--- config.mk ---
export PLATFORM = sky130hd
export DESIGN_NAME = acc_cpu
export DESIGN_NICKNAME = d
export VERILOG_FILES = /design/src/rtl/acc_cpu_pkg.sv /design/src/rtl/acc_decode.sv /design/src/rtl/acc_branch.sv /design/src/rtl/acc_alu.sv /design/src/rtl/acc_cpu.sv
export SDC_FILE = /design/constraint.sdc
export NUM_CORES = 1
export LEC_CHECK = 0
export ABC_AREA = 1
export ABC_CLOCK_PERIOD_IN_PS = 5500
export BUFFER_PORTS_ARGS = -buffer_cell sky130_fd_sc_hd__buf_2
export CAP_MARGIN = 30
export CELL_PAD_IN_SITES_DETAIL_PLACEMENT = 0
export CELL_PAD_IN_SITES_GLOBAL_PLACEMENT = 2
export CORE_ASPECT_RATIO = 0.8
export CORE_MARGIN = 8
export CORE_UTILIZATION = 25
export DETAILED_ROUTE_END_ITERATION = 12
export GPL_TIMING_DRIVEN = 0
export MAX_ROUTING_LAYER = met4
export PLACE_DENSITY_LB_ADDON = 0.1
export SLEW_MARGIN = 40
export SYNTH_ARGS = -nofsm -noshare
export SYNTH_HDL_FRONTEND = slang
export SYNTH_SLANG_ARGS = --single-unit
--- constraint.sdc ---
create_clock -name clk -period 5.5 [get_ports clk]
set_input_delay 0.825 -clock clk [delete_from_list [all_inputs] [get_ports clk]]
set_output_delay 0.825 -clock clk [all_outputs]
set_load 0.01 [all_outputs]
--- src/rtl/acc_cpu_pkg.sv ---
package acc_cpu_pkg;

  localparam int OPW = 4;

  // opcode values are architectural: programs depend on them
  typedef enum logic [OPW-1:0] {
    OP_LOAD  = 4'd0,
    OP_STORE = 4'd1,
    OP_MOVE  = 4'd2,
    OP_ADD   = 4'd3,
    OP_CMP   = 4'd4,
    OP_JMP   = 4'd5,
    OP_JGT   = 4'd6,
    OP_JGE   = 4'd7,
    OP_JLT   = 4'd8,
    OP_JLE   = 4'd9,
    OP_JEQ   = 4'd10,
    OP_JNE   = 4'd11,
    OP_HALT  = 4'd15
  } opcode_e;

  typedef enum logic [2:0] {
    K_LOAD, K_STORE, K_MOVE, K_ADD, K_CMP, K_JUMP, K_STOP
  } kind_e;

  typedef enum logic {
    SEL_PASS,
    SEL_ADD
  } alu_sel_e;

  typedef struct packed {
    logic lt;
    logic eq;
    logic gt;
  } flags_t;

  typedef enum logic [3:0] {
    S_F0,    // PC -> MAR
    S_F1,    // memory read wait
    S_F2,    // read data -> MDR
    S_F3,    // MDR -> IR, PC + 1
    S_DEC,   // opcode decode
    S_X1,    // second word: wait
    S_X2,    // second word -> MDR
    S_X3,    // keep second address, PC + 1
    S_R1,    // operand read wait
    S_R2,    // operand -> MDR
    S_EX,    // execute
    S_WR,    // memory write
    S_HALT
  } state_e;

endpackage

--- src/rtl/acc_decode.sv ---
module acc_decode
  import acc_cpu_pkg::*;
(
  input  logic [OPW-1:0] opcode,
  output kind_e          kind,
  output alu_sel_e       sel
);

  always_comb begin
    kind = K_STOP;
    sel  = SEL_PASS;
    case (opcode)
      OP_LOAD:  kind = K_LOAD;
      OP_STORE: kind = K_STORE;
      OP_MOVE:  kind = K_MOVE;
      OP_ADD: begin
        kind = K_ADD;
        sel  = SEL_ADD;
      end
      OP_CMP:   kind = K_CMP;
      OP_JMP, OP_JGT, OP_JGE, OP_JLT,
      OP_JLE, OP_JEQ, OP_JNE: kind = K_JUMP;
      default:  kind = K_STOP;   // HALT and every undefined code
    endcase
  end

endmodule

--- src/rtl/acc_branch.sv ---
module acc_branch
  import acc_cpu_pkg::*;
(
  input  logic [OPW-1:0] opcode,
  input  flags_t         flags,
  output logic           take
);

  always_comb begin
    case (opcode)
      OP_JMP:  take = 1'b1;
      OP_JGT:  take = flags.gt;
      OP_JGE:  take = flags.gt | flags.eq;
      OP_JLT:  take = flags.lt;
      OP_JLE:  take = flags.lt | flags.eq;
      OP_JEQ:  take = flags.eq;
      OP_JNE:  take = ~flags.eq;
      default: take = 1'b0;
    endcase
  end

endmodule

--- src/rtl/acc_alu.sv ---
module acc_alu
  import acc_cpu_pkg::*;
#(
  parameter int DW = 16
) (
  input  logic [DW-1:0] acc,
  input  logic [DW-1:0] operand,
  input  logic [DW-1:0] left,
  input  alu_sel_e      sel,
  output logic [DW-1:0] result,
  output flags_t        relation
);

  logic [DW-1:0] sum;

  assign sum = acc + operand;

  // result multiplexer steered by the decoded select
  always_comb begin
    case (sel)
      SEL_ADD: result = sum;
      default: result = operand;
    endcase
  end

  // unsigned three-way relation of left against operand
  assign relation.gt = (left >  operand);
  assign relation.eq = (left == operand);
  assign relation.lt = (left <  operand);

endmodule

--- src/rtl/acc_cpu.sv ---
module acc_cpu
  import acc_cpu_pkg::*;
#(
  parameter int AW = 12,
  parameter int DW = 16
) (
  input  logic          clk,
  input  logic          rst_n,
  output logic [AW-1:0] mem_addr,
  output logic [DW-1:0] mem_wdata,
  output logic          mem_we,
  input  logic [DW-1:0] mem_rdata,
  output logic          halted,
  output logic [AW-1:0] pc
);

  localparam int OPLSB = DW - OPW;

  state_e        state_q;
  logic [AW-1:0] pc_q;
  logic [AW-1:0] mar_q;
  logic [DW-1:0] mdr_q;
  logic [DW-1:0] ir_q;
  logic [DW-1:0] acc_q;
  logic [DW-1:0] left_q;
  logic [AW-1:0] yaddr_q;
  logic          second_q;
  flags_t        flag_q;

  logic [OPW-1:0] ir_op;
  logic [AW-1:0]  ir_addr;
  kind_e          kind;
  alu_sel_e       sel;
  logic           take;
  logic [DW-1:0]  alu_res;
  flags_t         relation;

  assign ir_op   = ir_q[DW-1:OPLSB];
  assign ir_addr = ir_q[AW-1:0];

  acc_decode u_dec (
    .opcode (ir_op),
    .kind   (kind),
    .sel    (sel)
  );

  acc_branch u_br (
    .opcode (ir_op),
    .flags  (flag_q),
    .take   (take)
  );

  acc_alu #(.DW(DW)) u_alu (
    .acc      (acc_q),
    .operand  (mdr_q),
    .left     (left_q),
    .sel      (sel),
    .result   (alu_res),
    .relation (relation)
  );

  always_ff @(posedge clk or negedge rst_n) begin
    if (!rst_n) begin
      state_q  <= S_F0;
      pc_q     <= '0;
      mar_q    <= '0;
      mdr_q    <= '0;
      ir_q     <= '0;
      acc_q    <= '0;
      left_q   <= '0;
      yaddr_q  <= '0;
      second_q <= 1'b0;
      flag_q   <= '0;
    end else begin
      case (state_q)
        S_F0: begin
          mar_q   <= pc_q;
          state_q <= S_F1;
        end
        S_F1: state_q <= S_F2;
        S_F2: begin
          mdr_q   <= mem_rdata;
          state_q <= S_F3;
        end
        S_F3: begin
          ir_q    <= mdr_q;
          pc_q    <= pc_q + AW'(1);
          state_q <= S_DEC;
        end
        S_DEC: begin
          case (kind)
            K_JUMP: begin
              if (take) pc_q <= ir_addr;
              state_q <= S_F0;
            end
            K_STORE: begin
              mar_q   <= ir_addr;
              mdr_q   <= acc_q;
              state_q <= S_WR;
            end
            K_LOAD, K_ADD: begin
              mar_q    <= ir_addr;
              second_q <= 1'b0;
              state_q  <= S_R1;
            end
            K_MOVE, K_CMP: begin
              mar_q   <= pc_q;
              state_q <= S_X1;
            end
            default: state_q <= S_HALT;
          endcase
        end
        S_X1: state_q <= S_X2;
        S_X2: begin
          mdr_q   <= mem_rdata;
          state_q <= S_X3;
        end
        S_X3: begin
          yaddr_q  <= mdr_q[AW-1:0];
          pc_q     <= pc_q + AW'(1);
          mar_q    <= ir_addr;
          second_q <= 1'b0;
          state_q  <= S_R1;
        end
        S_R1: state_q <= S_R2;
        S_R2: begin
          mdr_q   <= mem_rdata;
          state_q <= S_EX;
        end
        S_EX: begin
          case (kind)
            K_LOAD, K_ADD: begin
              acc_q   <= alu_res;
              state_q <= S_F0;
            end
            K_MOVE: begin
              mar_q   <= yaddr_q;
              state_q <= S_WR;
            end
            K_CMP: begin
              if (!second_q) begin
                left_q   <= mdr_q;
                mar_q    <= yaddr_q;
                second_q <= 1'b1;
                state_q  <= S_R1;
              end else begin
                flag_q  <= relation;
                state_q <= S_F0;
              end
            end
            default: state_q <= S_HALT;
          endcase
        end
        S_WR:    state_q <= S_F0;
        S_HALT:  state_q <= S_HALT;
        default: state_q <= S_HALT;
      endcase
    end
  end

  assign mem_addr  = mar_q;
  assign mem_wdata = mdr_q;
  assign mem_we    = (state_q == S_WR);
  assign halted    = (state_q == S_HALT);
  assign pc        = pc_q;

endmodule

======== Word-level counts from Yosys, hierarchy flattened ========
Index checks and enable logic that the tools add are counted.
word-level totals
  bits in registers ....................... 108
  output and inout bits ................... 42
operators by class
  $add $sub $neg .......................... 2
  bitwise gates (word level) .............. 4
  eq/ne operators ......................... 37
  reduce and logical (&&, ||, !) cells .... 20
  mux-type cells .......................... 20
  order comparisons ....................... 2
operators with widths
  cell                                            count
  case mux 12 bit (2 select lines)                3
  case mux 12 bit (4 select lines)                1
  case mux 4 bit (12 select lines)                1
  == test 4 bit (second input constant)           9
  2-to-1 mux 12 bit                               3
  == test 4 x 3 -> 1 bit (second input constant)  8
  2-to-1 mux 16 bit                               2
  case mux 16 bit (2 select lines)                1
  case mux 3 bit (6 select lines)                 1
  adder 16 bit                                    1
  == test 16 bit                                  1
  == test 4 x 2 -> 1 bit (second input constant)  4
  > comparator 16 bit                             1
  < comparator 16 bit                             1
  case mux 4 bit (4 select lines)                 1
  adder 12 x 1 -> 12 bit (second input constant)  1
  case mux 4 bit (3 select lines)                 1
  AND reduction 3 bit                             4
  inequality test 2 bit (second input constant)   5
  == test 4 x 1 -> 1 bit (second input constant)  2
  zero test 4 bit                                 2
  case mux 1 bit (7 select lines)                 1
  OR reduction 7 bit                              1
  == test 3 x 2 -> 1 bit (second input constant)  2
  17 further kinds                                28

======== Logic depth before layout (Yosys ltp) ========
  depth in word-level cells ............... 7
  gate-level depth with buffers ........... 13
  mapped depth without buffers ............ 13

======== Modules after synthesis ========
A second synthesis with hierarchy kept.
second synthesis, totals
  cell total of the unflattened synthesis .. 1017
  area, all modules ....................... 7010.5 µm²
by module, submodules not included
  module      area each (µm²)  cells an instance  instances  sequential area each (µm²)
  acc_cpu     5355.1           703                1          2702.6
  acc_alu     1517.7           282                1          0.0
  acc_branch  90.1             21                 1          0.0
  acc_decode  47.5             11                 1          0.0

======== Worst setup path before layout ========
No wires, ideal clock.
  path kind ............................... reg-to-reg
  from .................................... reg mdr_q[0], in the netlist mem_wdata[0]
  to ...................................... reg acc_q[8]
  clock period less this slack ............ 1.994 ns
  cell stages (with the launch flop) ...... 12
  data arrival time ....................... 1.868 ns
  data required time ...................... 5.374 ns
  setup time .............................. 0.126 ns
  slack ................................... 3.506 ns
  path through ............................ dfrtp_1 ha_1 inv_1 fa_1 o21ai_0 nand2_1 nand2_1 nand2_1 nand3_1 nand3_1 nand2_1 o21ai_0
on the way
  longest elaborated chain between the ends .. 2
RTL lines
  what                      line            RTL
  start: declaration        acc_cpu.sv:22   logic [DW-1:0] mdr_q;
  start signal: assignment  acc_cpu.sv:82   mdr_q <= mem_rdata;
  start signal: assignment  acc_cpu.sv:98   mdr_q <= acc_q;
  start signal: assignment  acc_cpu.sv:115  mdr_q <= mem_rdata;
  adder 16 bit              acc_alu.sv:16   assign sum = acc + operand;
  2-to-1 mux 16 bit         acc_alu.sv:20   case (sel)
  end signal: assignment    acc_cpu.sv:133  acc_q <= alu_res;
  end: declaration          acc_cpu.sv:24   logic [DW-1:0] acc_q;
No other way between the ends.
A chain may end at the register's enable or synchronous reset.

======== Final worst setup path ========
  from .................................... reg mdr_q[0], in the netlist mem_wdata[0]
  to ...................................... reg acc_q[10]
The elaborated chain is that of the path after synthesis.

==> flow_metrics.tcl <==
set metrics [dict create \
    status "finished clean" \
    syn_to_final_growth_pct 16.7 \
    grt_pass1_wl_mm 36.8 \
    wl_per_cell_um 18.2 \
    holdBufCountCts 0 \
    grt.total_usage_pct 15.8 \
    synth_edf_count 0 \
    drv_cap 0 \
    drtPass1Iterations 4 \
    p_comb_share_pct 49.5 \
    rr_worst_depth 11 \
    layout_min_cycle_time_ns 2.57 \
    avgSynthCellArea_sq_um 7.39 \
    p_int_mw 2.13 \
    worst_clock_skew_ns 0.00903 \
    postCtsSetupRepairBufs 0 \
    yosysMostFrequentCell "nand2_1" \
    finalSetupTns_ns 0 \
    wirelength_mm 22.8 \
    synth.top_cell.area_share_pct 42.7 \
    setup_viol 0 \
    tritoncts "built" \
    vias 5771 \
    clkPwrFrac_pct 17.3 \
    grt_pass1_vias 6041 \
    start_util_pct 25.2 \
    top_usage_layer "met1" \
    via_per_inst 4.59 \
    fin_crit_sh_pct 46.8 \
    rsz0062_at_grt "no" \
    final_nets 978 \
    yosys_register_bits 108 \
    slowest_stage "o21ai_0" \
    insertion_delay_ns 0.36 \
    maxSlewViolCount 0 \
    port_buffers 59 \
    synthTopCellsByCount "nand2_1 (293), dfrtp_1 (108), o21ai_0 (91)" \
    yosys.area.top_type "dfrtp_1" \
    clkTransAtPathRegs_ns 0.08 \
    seq_area_frac_synth_pct 42.7 \
    hold_path_class "input pin to asynchronous set/reset pin" \
    ant_nets 0 \
    cts-resized-gates 0 \
    die_h_um 158 \
    crit_type "register to register" \
    clockBufferDepth 2 \
    dieWidth_um 194 \
    antenna_found_initial 0 \
    io_pins 60 \
    place_hpwl_mm 17.6 \
    slew_headroom_pct 52.3 \
    layout-drive-gt1-share_pct 11.6 \
    swShare_pct 49.0 \
    clk_root_buffer_cell "clkbuf_16" \
    n_antenna_cell 0 \
    grt_max_degree 56 \
    drtIter0Drc 325 \
    dp_cells 1240 \
    irDropWorstVdd_uv 167 \
    timing.fmax_ghz 0.389 \
    p_seq_share_pct 33.1 \
    path_max_fanout 6 \
    place.gp.congestion 0.801 \
    syn_nets 907 \
    whs_ns 0.401 \
    ys_types 37 \
    syn-cell-area_sq_um 6320 \
    final_cells 1256 \
    cts_buffers 9 \
    gr-total-overflow 0 \
    powerDensity_nw_per_um2 565 \
    gr-usage-met3_pct 1.92 \
    path_common_cell "nand2_1" \
    timing.rr.start "mem_wdata[0]$_DFFE_PN0P_" \
    synthTopCellsByArea "dfrtp_1 (43%), nand2_1 (17%), o21ai_0 (7.2%)" \
    coreArea_sq_um 25000 \
    critPathCaptureType "register" \
    grt_use_met1_pct 24.0 \
    h-tree-depth 3 \
    syn-instance-count 856 \
    leakage_nw 3.75 \
    r2r_slack_ns 2.93 \
    cp_cell_sequence "ha_1 -> inv_1 -> fa_1 -> o21ai_0 -> nand2_1 -> nand2_1 -> nand2_1 -> nand3_1 -> nand3_1 -> nand2_1 -> nand2_1" \
    ys_warn_count 0 \
    worst_pin_slew_ns 0.716 \
    cts_sinks 108 \
    dieArea_sq_um 30700 \
    crit_arrival_ns 2.83 \
    async_flop_share_pct 100 \
    r2r_end "acc_q[10]$_DFFE_PN0P_" \
    yosys_most_used_dff "dfrtp_1" \
    hold_viol_final 0 \
    startpoint_type "register" \
    drc_errors 0 \
    rows 52 \
    use_met2_pct 22.2 \
    cpPeakStageDelay_ns 0.55 \
    p_switching_mw 2.04 \
    cp.required_ns 5.76 \
    power_mw 4.17 \
]
## cells by family (layout without fill, tap and decap cells)
| kind of cell | after synthesis | count (layout) | synth area share, % |
|---|---|---|---|
| adder cells (fa/ha/maj) | 33 | 33 | 6.65 |
| AO/OA/AOI/OAI | 159 | 159 | 13.7 |
| AND/OR/NAND/NOR | 433 | 433 | 28.3 |
| XOR/XNOR | 10 | 10 | 1.38 |
| flip-flops | 108 | 108 | 42.7 |
| buffers and inverters | 113 | 189 | 7.26 |
## power by group through the flow
stage / combinational [mW] / clock, mW / sequential, mW
after floorplan: 1.32 / 0 / 1.36
after global placement: 2.11 / 0 / 1.41
after detailed placement: 2.09 / 0 / 1.40
after CTS: 2.10 / 0.754 / 1.39
after global routing: 2.39 / 0.782 / 1.43
final: 2.06 / 0.723 / 1.38
## state kept, by name, indices dropped and copies added (netlist names), 4 cells and up
register   cells
mem_wdata     16
ir_q          16
yaddr_q       12
mem_addr      12
left_q        16
pc            12
state_q        4
acc_q         16
## layer usage
| metal | vias to the layer above | wire (um) |
|---|---|---|
| met5 | - | 0 |
| met4 | 0 | 152 |
| met3 | 10 | 486 |
| met2 | 65 | 9120 |
| met1 | 2758 | 13100 |
| li1 | 2938 | - |
## worst max-delay path by stage
stage,from,to,slack (ns),cells past startpoint
after floorplan,mem_wdata[0]$_DFFE_PN0P_,acc_q[8]$_DFFE_PN0P_,3.51,11
after CTS,mem_wdata[0]$_DFFE_PN0P_,acc_q[8]$_DFFE_PN0P_,2.93,11
after global routing,mem_wdata[0]$_DFFE_PN0P_,acc_q[8]$_DFFE_PN0P_,2.64,11
after global placement,rst_n,mem_addr[5]$_DFFE_PN0P_,1.90,1
final,mem_wdata[0]$_DFFE_PN0P_,acc_q[10]$_DFFE_PN0P_,2.93,11
after detailed placement,mem_wdata[0]$_DFFE_PN0P_,acc_q[8]$_DFFE_PN0P_,2.94,11
## worst max-delay path: cells and delay by family, from the launching register on
family	cells	cell delay (ns)
compound gates	1	0.55
fa+ha+maj	2	0.61
buf+inv	1	0.05
flops	1	0.49
simple gates	7	0.78
## placed cells by master, fill, tap and decap left out, drive strengths merged, types with 6 or more instances in the layout
| master | count |
|---|---|
| ha | 32 |
| a21oi | 34 |
| a31oi | 13 |
| nor3 | 8 |
| xor2 | 6 |
| buf | 75 |
| o211ai | 8 |
| nand2 | 294 |
| nand4 | 8 |
| clkbuf | 22 |
| o21ai | 93 |
| nor2 | 60 |
| inv | 88 |
| dfrtp | 108 |
| nand3 | 62 |
## cell type report
class	instances	area [sq um]
Fill cell	2793	17700
Multi-Input combinational cell	635	3160
Sequential cell	108	2700
Tap cell	324	405
Timing Repair Buffer	60	333
Inverter	85	319
Clock buffer	9	225
Buffer	28	140
Clock inverter	7	90.1
## per-stage QoR
step	instance area [sq um]	utilization, %	worst slack [ns]
finish	7380	29.5	2.93
global route	7380	29.5	2.64
CTS	7380	29.5	2.93
detailed placement	7060	28.2	2.94
global placement	7020	28.0	1.90
floorplan	6320	-	3.51
Note: power is estimated with default switching activity, not from simulation.
